--- src/rtl/rsqrt_seed_pkg.sv ---
package rsqrt_seed_pkg;

  localparam int EXP_W  = 8;
  localparam int MAN_W  = 23;
  localparam int SEED_W = 8;
  localparam int IDX_W  = 7;
  localparam int PAIRS  = 2 ** (IDX_W - 1);
  localparam int EXP_BASE = 189;

  typedef enum logic [2:0] {
    K_NAN,
    K_ZERO,
    K_NEG,
    K_PINF,
    K_NORM
  } kind_e;

  // Even-entry values of the seed ROM; each odd entry is one below its even partner.
  localparam logic [SEED_W-1:0] SEED_PAIR_DEF [PAIRS] = '{
    8'd253, 8'd245, 8'd239, 8'd231, 8'd225, 8'd217, 8'd211, 8'd205,
    8'd201, 8'd195, 8'd189, 8'd185, 8'd179, 8'd175, 8'd169, 8'd165,
    8'd161, 8'd157, 8'd153, 8'd149, 8'd145, 8'd141, 8'd137, 8'd133,
    8'd131, 8'd127, 8'd123, 8'd121, 8'd117, 8'd115, 8'd111, 8'd109,
    8'd103, 8'd99,  8'd93,  8'd89,  8'd83,  8'd79,  8'd75,  8'd71,
    8'd67,  8'd63,  8'd59,  8'd55,  8'd53,  8'd49,  8'd45,  8'd43,
    8'd39,  8'd37,  8'd33,  8'd31,  8'd27,  8'd25,  8'd23,  8'd19,
    8'd17,  8'd15,  8'd13,  8'd11,  8'd9,   8'd7,   8'd5,   8'd3
  };

endpackage

--- src/rtl/rsqrt_seed_classify.sv ---
module rsqrt_seed_classify
  import rsqrt_seed_pkg::*;
#(
  parameter int EXP_W_P = EXP_W,
  parameter int MAN_W_P = MAN_W
) (
  input  logic [EXP_W_P+MAN_W_P:0] op,
  output kind_e                    kind,
  output logic                     snan
);

  localparam int TOP = EXP_W_P + MAN_W_P;

  logic               sign;
  logic [EXP_W_P-1:0] expo;
  logic [MAN_W_P-1:0] frac;
  logic               exp_ones;
  logic               exp_zero;
  logic               frac_zero;

  assign sign      = op[TOP];
  assign expo      = op[TOP-1:MAN_W_P];
  assign frac      = op[MAN_W_P-1:0];
  assign exp_ones  = &expo;
  assign exp_zero  = ~|expo;
  assign frac_zero = ~|frac;

  always_comb begin
    if (exp_ones && !frac_zero)      kind = K_NAN;
    else if (exp_zero)               kind = K_ZERO;
    else if (sign)                   kind = K_NEG;
    else if (exp_ones)               kind = K_PINF;
    else                             kind = K_NORM;
  end

  assign snan = exp_ones && !frac_zero && !frac[MAN_W_P-1];

endmodule

--- src/rtl/rsqrt_seed_rom.sv ---
module rsqrt_seed_rom
  import rsqrt_seed_pkg::*;
#(
  parameter int SEED_W_P = SEED_W,
  parameter int IDX_W_P  = IDX_W,
  parameter logic [SEED_W_P-1:0] PAIR_VALS [2**(IDX_W_P-1)] = SEED_PAIR_DEF
) (
  input  logic [IDX_W_P-1:0]  idx,
  output logic [SEED_W_P-1:0] val
);

  localparam int DEPTH = 2 ** IDX_W_P;

  logic [SEED_W_P-1:0] rom_q [DEPTH];

  for (genvar g = 0; g < DEPTH; g++) begin : g_ent
    if (g % 2 == 0) begin : g_even
      assign rom_q[g] = PAIR_VALS[g/2];
    end else begin : g_odd
      assign rom_q[g] = PAIR_VALS[g/2] - SEED_W_P'(1);
    end
  end

  assign val = rom_q[idx];

endmodule

--- src/rtl/rsqrt_seed_assemble.sv ---
module rsqrt_seed_assemble
  import rsqrt_seed_pkg::*;
#(
  parameter int EXP_W_P    = EXP_W,
  parameter int MAN_W_P    = MAN_W,
  parameter int SEED_W_P   = SEED_W,
  parameter int IDX_W_P    = IDX_W,
  parameter int EXP_BASE_P = EXP_BASE
) (
  input  logic                      sign,
  input  logic [EXP_W_P-1:0]        expo,
  input  logic [IDX_W_P-2:0]        frac_top,
  input  kind_e                     kind,
  input  logic                      snan,
  output logic [IDX_W_P-1:0]        idx,
  input  logic [SEED_W_P-1:0]       seed,
  output logic [EXP_W_P+MAN_W_P:0]  result,
  output logic                      flag
);

  localparam int DATA_W = 1 + EXP_W_P + MAN_W_P;
  localparam int PAD_W  = MAN_W_P - SEED_W_P;
  localparam logic [DATA_W-1:0] QNAN_W =
    {1'b0, {EXP_W_P{1'b1}}, 1'b1, {(MAN_W_P-1){1'b0}}};
  localparam logic [DATA_W-1:0] NEG_NAN_W = QNAN_W | DATA_W'(4);

  logic [EXP_W_P-1:0] exp_m1;
  logic [EXP_W_P-1:0] new_exp;

  assign exp_m1  = expo - EXP_W_P'(1);
  assign idx     = {exp_m1[0], frac_top};
  assign new_exp = EXP_W_P'(EXP_BASE_P) - (exp_m1 >> 1);

  always_comb begin
    unique case (kind)
      K_NAN:   result = QNAN_W;
      K_ZERO:  result = {sign, {EXP_W_P{1'b1}}, {MAN_W_P{1'b0}}};
      K_NEG:   result = NEG_NAN_W;
      K_PINF:  result = '0;
      default: result = {sign, new_exp, seed, {PAD_W{1'b0}}};
    endcase
  end

  assign flag = snan || (kind == K_NEG);

endmodule

--- src/rtl/rsqrt_seed.sv ---
module rsqrt_seed
  import rsqrt_seed_pkg::*;
#(
  parameter int EXP_W_P    = EXP_W,
  parameter int MAN_W_P    = MAN_W,
  parameter int SEED_W_P   = SEED_W,
  parameter int IDX_W_P    = IDX_W,
  parameter int EXP_BASE_P = EXP_BASE,
  parameter logic [SEED_W_P-1:0] PAIR_VALS [2**(IDX_W_P-1)] = SEED_PAIR_DEF
) (
  input  logic                      clk,
  input  logic                      rst,
  input  logic                      in_valid,
  output logic                      in_ready,
  input  logic [EXP_W_P+MAN_W_P:0]  in_data,
  output logic                      out_valid,
  input  logic                      out_ready,
  output logic [EXP_W_P+MAN_W_P:0]  out_data,
  output logic                      out_summary,
  output logic                      out_invalid
);

  localparam int DATA_W = 1 + EXP_W_P + MAN_W_P;
  localparam int MBITS  = IDX_W_P - 1;

  kind_e               kind;
  logic                snan;
  logic [IDX_W_P-1:0]  idx;
  logic [SEED_W_P-1:0] seed;
  logic [DATA_W-1:0]   result;
  logic                flag;
  logic                take;

  rsqrt_seed_classify #(.EXP_W_P(EXP_W_P), .MAN_W_P(MAN_W_P)) u_cls (
    .op(in_data), .kind(kind), .snan(snan)
  );

  rsqrt_seed_rom #(
    .SEED_W_P(SEED_W_P), .IDX_W_P(IDX_W_P), .PAIR_VALS(PAIR_VALS)
  ) u_rom (
    .idx(idx), .val(seed)
  );

  rsqrt_seed_assemble #(
    .EXP_W_P(EXP_W_P), .MAN_W_P(MAN_W_P), .SEED_W_P(SEED_W_P),
    .IDX_W_P(IDX_W_P), .EXP_BASE_P(EXP_BASE_P)
  ) u_asm (
    .sign(in_data[DATA_W-1]),
    .expo(in_data[DATA_W-2:MAN_W_P]),
    .frac_top(in_data[MAN_W_P-1 -: MBITS]),
    .kind(kind), .snan(snan), .idx(idx), .seed(seed),
    .result(result), .flag(flag)
  );

  assign in_ready = !out_valid || out_ready;
  assign take     = in_valid && in_ready;

  always_ff @(posedge clk) begin
    if (rst) begin
      out_valid   <= 1'b0;
      out_data    <= '0;
      out_summary <= 1'b0;
      out_invalid <= 1'b0;
    end else if (take) begin
      out_valid   <= 1'b1;
      out_data    <= result;
      out_summary <= flag;
      out_invalid <= out_invalid | flag;
    end else if (out_ready) begin
      out_valid   <= 1'b0;
    end
  end

endmodule

--- config.mk ---
export PLATFORM = sky130hd
export DESIGN_NAME = rsqrt_seed
export DESIGN_NICKNAME = d
export VERILOG_FILES = /design/src/rtl/rsqrt_seed_pkg.sv /design/src/rtl/rsqrt_seed_classify.sv /design/src/rtl/rsqrt_seed_rom.sv /design/src/rtl/rsqrt_seed_assemble.sv /design/src/rtl/rsqrt_seed.sv
export SDC_FILE = /design/constraint.sdc
export NUM_CORES = 1
export LEC_CHECK = 0
export BUFFER_PORTS_ARGS = -buffer_cell sky130_fd_sc_hd__buf_2
export CELL_PAD_IN_SITES_DETAIL_PLACEMENT = 1
export CELL_PAD_IN_SITES_GLOBAL_PLACEMENT = 1
export CORE_MARGIN = 2
export CORE_UTILIZATION = 37
export DETAILED_ROUTE_END_ITERATION = 7
export PLACE_DENSITY_LB_ADDON = 0.1
export SLEW_MARGIN = 15
export SYNTH_ARGS = -nofsm -noshare
export SYNTH_HDL_FRONTEND = slang
export SYNTH_SLANG_ARGS = --single-unit
--- constraint.sdc ---
create_clock -name clk -period 3.4 [get_ports clk]
set_input_delay 0.34 -clock clk [delete_from_list [all_inputs] [get_ports clk]]
set_output_delay 0.34 -clock clk [all_outputs]
set_load 0.005 [all_outputs]
== Word level (Yosys, flattened, before mapping) ==
Memories as Yosys holds them, arrays and structs flattened.
Cells that the tools add are included.

* Add/sub/neg operators: 2
* Reduce and logical (&&, ||, !) cells: 12
* Bitwise operators: 2
* Multiply operators: 0
* Eq/ne operators: 3
* Div/mod/pow operators: 0
* Magnitude comparators: 1
* Muxes and demuxes: 9
* Shift-type cells: 0

{| class="wikitable"
|+ Operator list
! operator !! count
|-
| one-hot mux 32 bit (4 select lines) || 1
|-
| OR reduction 23 bit || 1
|-
| two-way mux 8 bit || 2
|-
| two-way mux 3 bit || 4
|-
| >= comparator 8 bit, second input constant || 1
|-
| NOT 7 -> 8 bit || 1
|-
| AND reduction 8 bit || 1
|-
| OR reduction 8 bit || 1
|-
| subtractor 8 x 1 -> 8 bit, second input constant || 1
|-
| subtractor 8 x 7 -> 8 bit, first input constant || 1
|-
| == test 3 x 2 -> 1 bit, second input constant || 2
|-
| == test 3 x 1 -> 1 bit, second input constant || 1
|-
| logical AND 1 bit || 3
|-
| zero test 3 bit || 1
|-
| zero test 1 bit || 2
|-
| logical OR 1 bit || 2
|-
| two-way mux 1 bit || 2
|-
| nonzero test 2 bit || 1
|-
| bitwise OR 1 bit || 1
|}

* Bits of input ports: 36
* ROM bits: 1024
* Output and inout bits: 36
* Memory bits (writable): 0
* Bits in registers: 35
* Bits in latches: 0
* Memories kept: 1
* Logic and storage cells: 34

{| class="wikitable"
|+ Memory list
! memory !! depth !! bits a word !! rd ports !! clocked after Yosys merged registers in !! wr ports !! RTL line !! text
|-
| (name not given) || 128 || 8 || 1 || 0 || 0 || rsqrt_seed_rom.sv:24 || <nowiki>assign val = rom_q[idx];</nowiki>
|}

== Depth between registers and ports, before layout ==
* Depth after elaboration: 8
* Gate-level depth with buffers: 11
* Gate-level depth less buffers: 10

== Hierarchy ==
A second synthesis with hierarchy kept.

* Cell total of the unflattened synthesis: 369
* Area, all modules: 2742.6 um2

{| class="wikitable"
|+ By module, submodules not included
! module !! area an instance (um2) !! times used !! sequential area each (um2) !! cells an instance
|-
| rsqrt_seed || 1336.3 || 1 || 700.7 || 158
|-
| rsqrt_seed_rom || 701.9 || 1 || 0.0 || 104
|-
| rsqrt_seed_assemble || 565.5 || 1 || 0.0 || 85
|-
| rsqrt_seed_classify || 138.9 || 1 || 0.0 || 22
|}

== Worst setup path after synthesis ==
OpenSTA, ideal clock, no wires.

* Path type: input to register
* From: input port in_data[23]
* To: register out_data[28]
* Data arrival time: 2007 ps
* Path buffers: 2
* Required time: 3285 ps
* Slack: 1278 ps
* Setup time: 115 ps
* Stages: 10
* Cell sequence: inv_1 -> ha_1 -> buf_2 -> or3b_1 -> clkbuf_1 -> a2111oi_0 -> a41oi_1 -> xor2_1 -> a21oi_1 -> nor3_1

* Word-level cells in the longest chain between the ends: 7
* Elaborated cells on any way between the ends: 14
* Those cells by class: 2 x add/sub; 3 x eq/ne; 5 x mux; 4 x reduce/logical

{| class="wikitable"
|+ RTL lines
! item !! RTL line !! text
|-
| from (decl) || rsqrt_seed.sv:15 || <nowiki>input logic [EXP_W_P+MAN_W_P:0] in_data,</nowiki>
|-
| branches (longest 6 deep; another with subtractor 8 x 1 -> 8 bit) || n/a ||
|-
| one-hot mux 32 bit (4 select lines) * || rsqrt_seed_assemble.sv:35 || <nowiki>unique case (kind)</nowiki>
|-
| to (signal assigned) || rsqrt_seed.sv:66 || <nowiki>out_data <= result;</nowiki>
|-
| to (decl) || rsqrt_seed.sv:18 || <nowiki>output logic [EXP_W_P+MAN_W_P:0] out_data,</nowiki>
|}

Every way passes the cells marked *.
A chain may end at the register's enable or synchronous reset.

== Worst setup path in the final report ==
Ends and elaborated chain as after synthesis.

==> results.ini <==
[pwr]
p_sw_share_pct = 32.5
comb_power_share_pct = 31.9
ir_worst_vdd_v = 0.000152
seqPwrFrac_pct = 42.5
p_leak_nw = 0.973
p_total_mw = 0.636
p_switching_mw = 0.207
p_clk_share_pct = 25.5
p_per_area_nw_per_um2 = 292
cellInternalPower_mw = 0.429

[global_routing]
antenna_found_initial = 0
grt_use_total_pct = 19.5
gr-total-overflow = 0
grt_pass1_vias = 1846
grt_max_degree = 35
grt_first_pass_wirelength_mm = 8.67

[setup_path]
end_kind = flop
cp-start-kind = primary input
required_ns = 3.54
crit_path_cell_trace = buf_2, inv_1, ha_1, xor2_1, ha_1, nor2b_1, a2111oi_0, a41oi_1, xor2_1, a21oi_1, nor3_1
r2r_cells = 5
crit_arrival_ns = 2.50
cp_slowest_cell = a2111oi_0
r2r_end = out_data[30]
reg2reg_slack_ns = 1.66
slowest_delay_ns = 0.35
reg2reg_from = out_valid
worst-path-max-fanout = 16
critical_path_class = in -> reg

[floorplanning]
pin_count = 72
die_w_um = 75.6
fp-row-count = 26
die_h_um = 75.6
start_util_pct = 37.8
fp.dieArea_um2 = 5710
core_um2 = 5010

[detailed_routing]
firstDrtPassIters = 4
dr_total_vias = 1993
finalWirelength_mm = 5.27
drtIter0Drc = 40
antenna_left = 0
vias_per_cell = 5.29
post-route-drc-count = 0
wl_per_cell_um = 14.0

[timing]
skew_ns = 0.00252
hold_violations = 0
max_slew.worst_pin.slew_ns = 0.670
slew_violations = 0
fmax_mhz = 424
fin_setup_tns_ns = 0
rsz0062_at_grt = no
setup_viol = 0
fin_crit_ns = 2.36
finalCritPeriodShare_pct = 69.4
slew_headroom_pct = 54.9

[cts]
numCtsBuffers = 3
cts-htree-levels = 1
cts-root-buf = clkbuf_8
postCtsSetupBuffers = 0
cts_tree = done
cts.clk_slew.worst_paths_ns = 0.07
hold_buffers = 0
clk_latency_ns = 0.26
cts_resized = 0
cts_buffer_depth = 2
clock_sinks = 21

[placement]
io_buffers = 57
globalplace.congestion = 0.800
place_inst = 373
dpl.hpwl_mm = 4.02

[logic_synthesis]
syn-cell-area_um2 = 1890
async_flop_share_pct = 0
synth-seq-area-share_pct = 22.2
syn_inst = 265
synth_edf_count = 0
yosysWarnings = 0
synth-seq-cells = 21
synthDistinctLibCells = 52
ys.flop_type = dfxtp_1
syn_avg_cell_area_um2 = 7.15

[final_layout]
finish.net_count = 355
fin_cells = 377
drive_above_1_share_pct = 20.5
antenna_cells = 0
syn_to_final_growth_pct = 14.9

[min_path]
min_from = in_valid
holdPathStages = 3
holdPathEnd = out_valid
hp-class = in -> reg

[outcome]
outcome = finished clean

[job]
drv_cap = 0

stage by stage:
step           util, %  instance area (µm²)  hold WS [ns]  worst slack, ns
4_1_cts           43.4                 2180         0.342             1.01
3_3_place_gp      42.5                 2130         0.438            0.851
2_1_floorplan        -                 1940         0.447             1.28
6_report          43.4                 2180         0.343             1.04
3_5_place_dp      42.5                 2130         0.446            0.743
5_1_grt           43.4                 2180         0.346            0.729
cell usage after synthesis, drive strengths merged, types with 2 or more instances:
library cell  count  area [µm²]
a21oi            27         135
o221ai            2        17.5
nand2b            6        37.5
o31a              2        17.5
or4               3        22.5
o22ai             2        12.5
nor3             11        55.1
dfxtp            21         420
mux2i             2        20.0
nor2b             2        12.5
nand2            21        78.8
nand4             2        12.5
xor2              7        61.3
o21ai            19        95.1
a211oi            4        30.0
nor2             31         116
nand3             4        20.0
a22oi             2        15.0
o32ai             3        26.3
a21o              2        15.0
nor4              5        31.3
ha               11         138
o31ai             2        15.0
xnor2             3        26.3
buf              22         150
inv              10        37.5
clkbuf           11        42.5
a31oi             5        31.3
a211o             2        17.5
o211ai            2        15.0
critical path, delay by kind of cell:
family / cells / cell delay (ns)
adders and majority gates: 2 / 0.62
AOI/OAI and AO/OA: 3 / 0.61
buffers and inverters: 2 / 0.42
xor gates and xnor gates: 2 / 0.38
and+or+nand+nor: 2 / 0.13
metal layers:
metal	vias up	part of all wire (%)	global-route usage [%]	wire [µm]
met5	-	0	0	0
met4	0	0.23	2.34	12
met3	2	3.5	3.84	184
met2	34	52	35.2	2760
met1	948	44	24.7	2310
li1	1009	-	-	-
cells by family after synthesis:
family / Yosys count / share of synthesized area [%]
AO/OA/AOI/OAI: 81 / 26.6
other: 1 / 0.198
multiplexers: 4 / 2.84
AND/OR/NAND/NOR: 94 / 24.1
buffers and inverters: 43 / 12.2
XOR/XNOR: 10 / 4.62
adder cells (fa/ha/maj): 11 / 7.27
flip-flops: 21 / 22.2
placed cells by master (no fill, tap or decap), types with 3 or more instances in the layout:
cell type / synthesis / final
nand2b_1: 6 / 6
inv_1: 10 / 10
ha_1: 11 / 11
o21ai_0: 19 / 19
o32ai_1: 3 / 3
dfxtp_1: 21 / 21
nor2_1: 31 / 31
xor2_1: 7 / 7
nand2_1: 21 / 21
conb_1: 1 / 14
nand3_1: 4 / 4
nor4_1: 5 / 5
clkbuf_8: 0 / 3
or4_1: 3 / 3
buf_2: 3 / 57
nor3_1: 11 / 11
a21oi_1: 27 / 27
xnor2_1: 3 / 3
a31oi_1: 5 / 5
a211oi_1: 4 / 4
registers in the layout, indices dropped and copies added (netlist names):
| signal | cells |
|---|---|
| out_summary | 1 |
| out_valid | 1 |
| out_data | 18 |
| out_invalid | 1 |
worst max path at each step:
stage                              end         from  depth (start not counted)  slack [ns]
after floorplan           out_data[28]  in_data[23]                         10        1.28
after global placement    out_data[28]  in_data[23]                         11        0.85
after detailed placement  out_data[28]  in_data[23]                         11        0.74
after CTS                 out_data[28]  in_data[23]                         11        1.01
after global routing      out_data[28]  in_data[23]                         11        0.73
final                     out_data[28]  in_data[23]                         11        1.04
final cells by class:
class                           instances  area [µm²]
Fill cell                             703        2830
Multi-Input combinational cell        214        1290
Clock buffer                            4        45.0
Sequential cell                        21         420
Inverter                               10        37.5
Tap cell                               70        87.6
Timing Repair Buffer                   58         293
power by group through the flow:
stage               combinational [mW]  sequential (mW)  clock [mW]
finish                           0.203            0.270       0.162
global route                     0.235            0.272       0.178
CTS                              0.206            0.271       0.167
detailed placement               0.205            0.276           0
global placement                 0.202            0.276           0
floorplan                        0.142            0.278           0
Power figures use the tool's default switching activity.
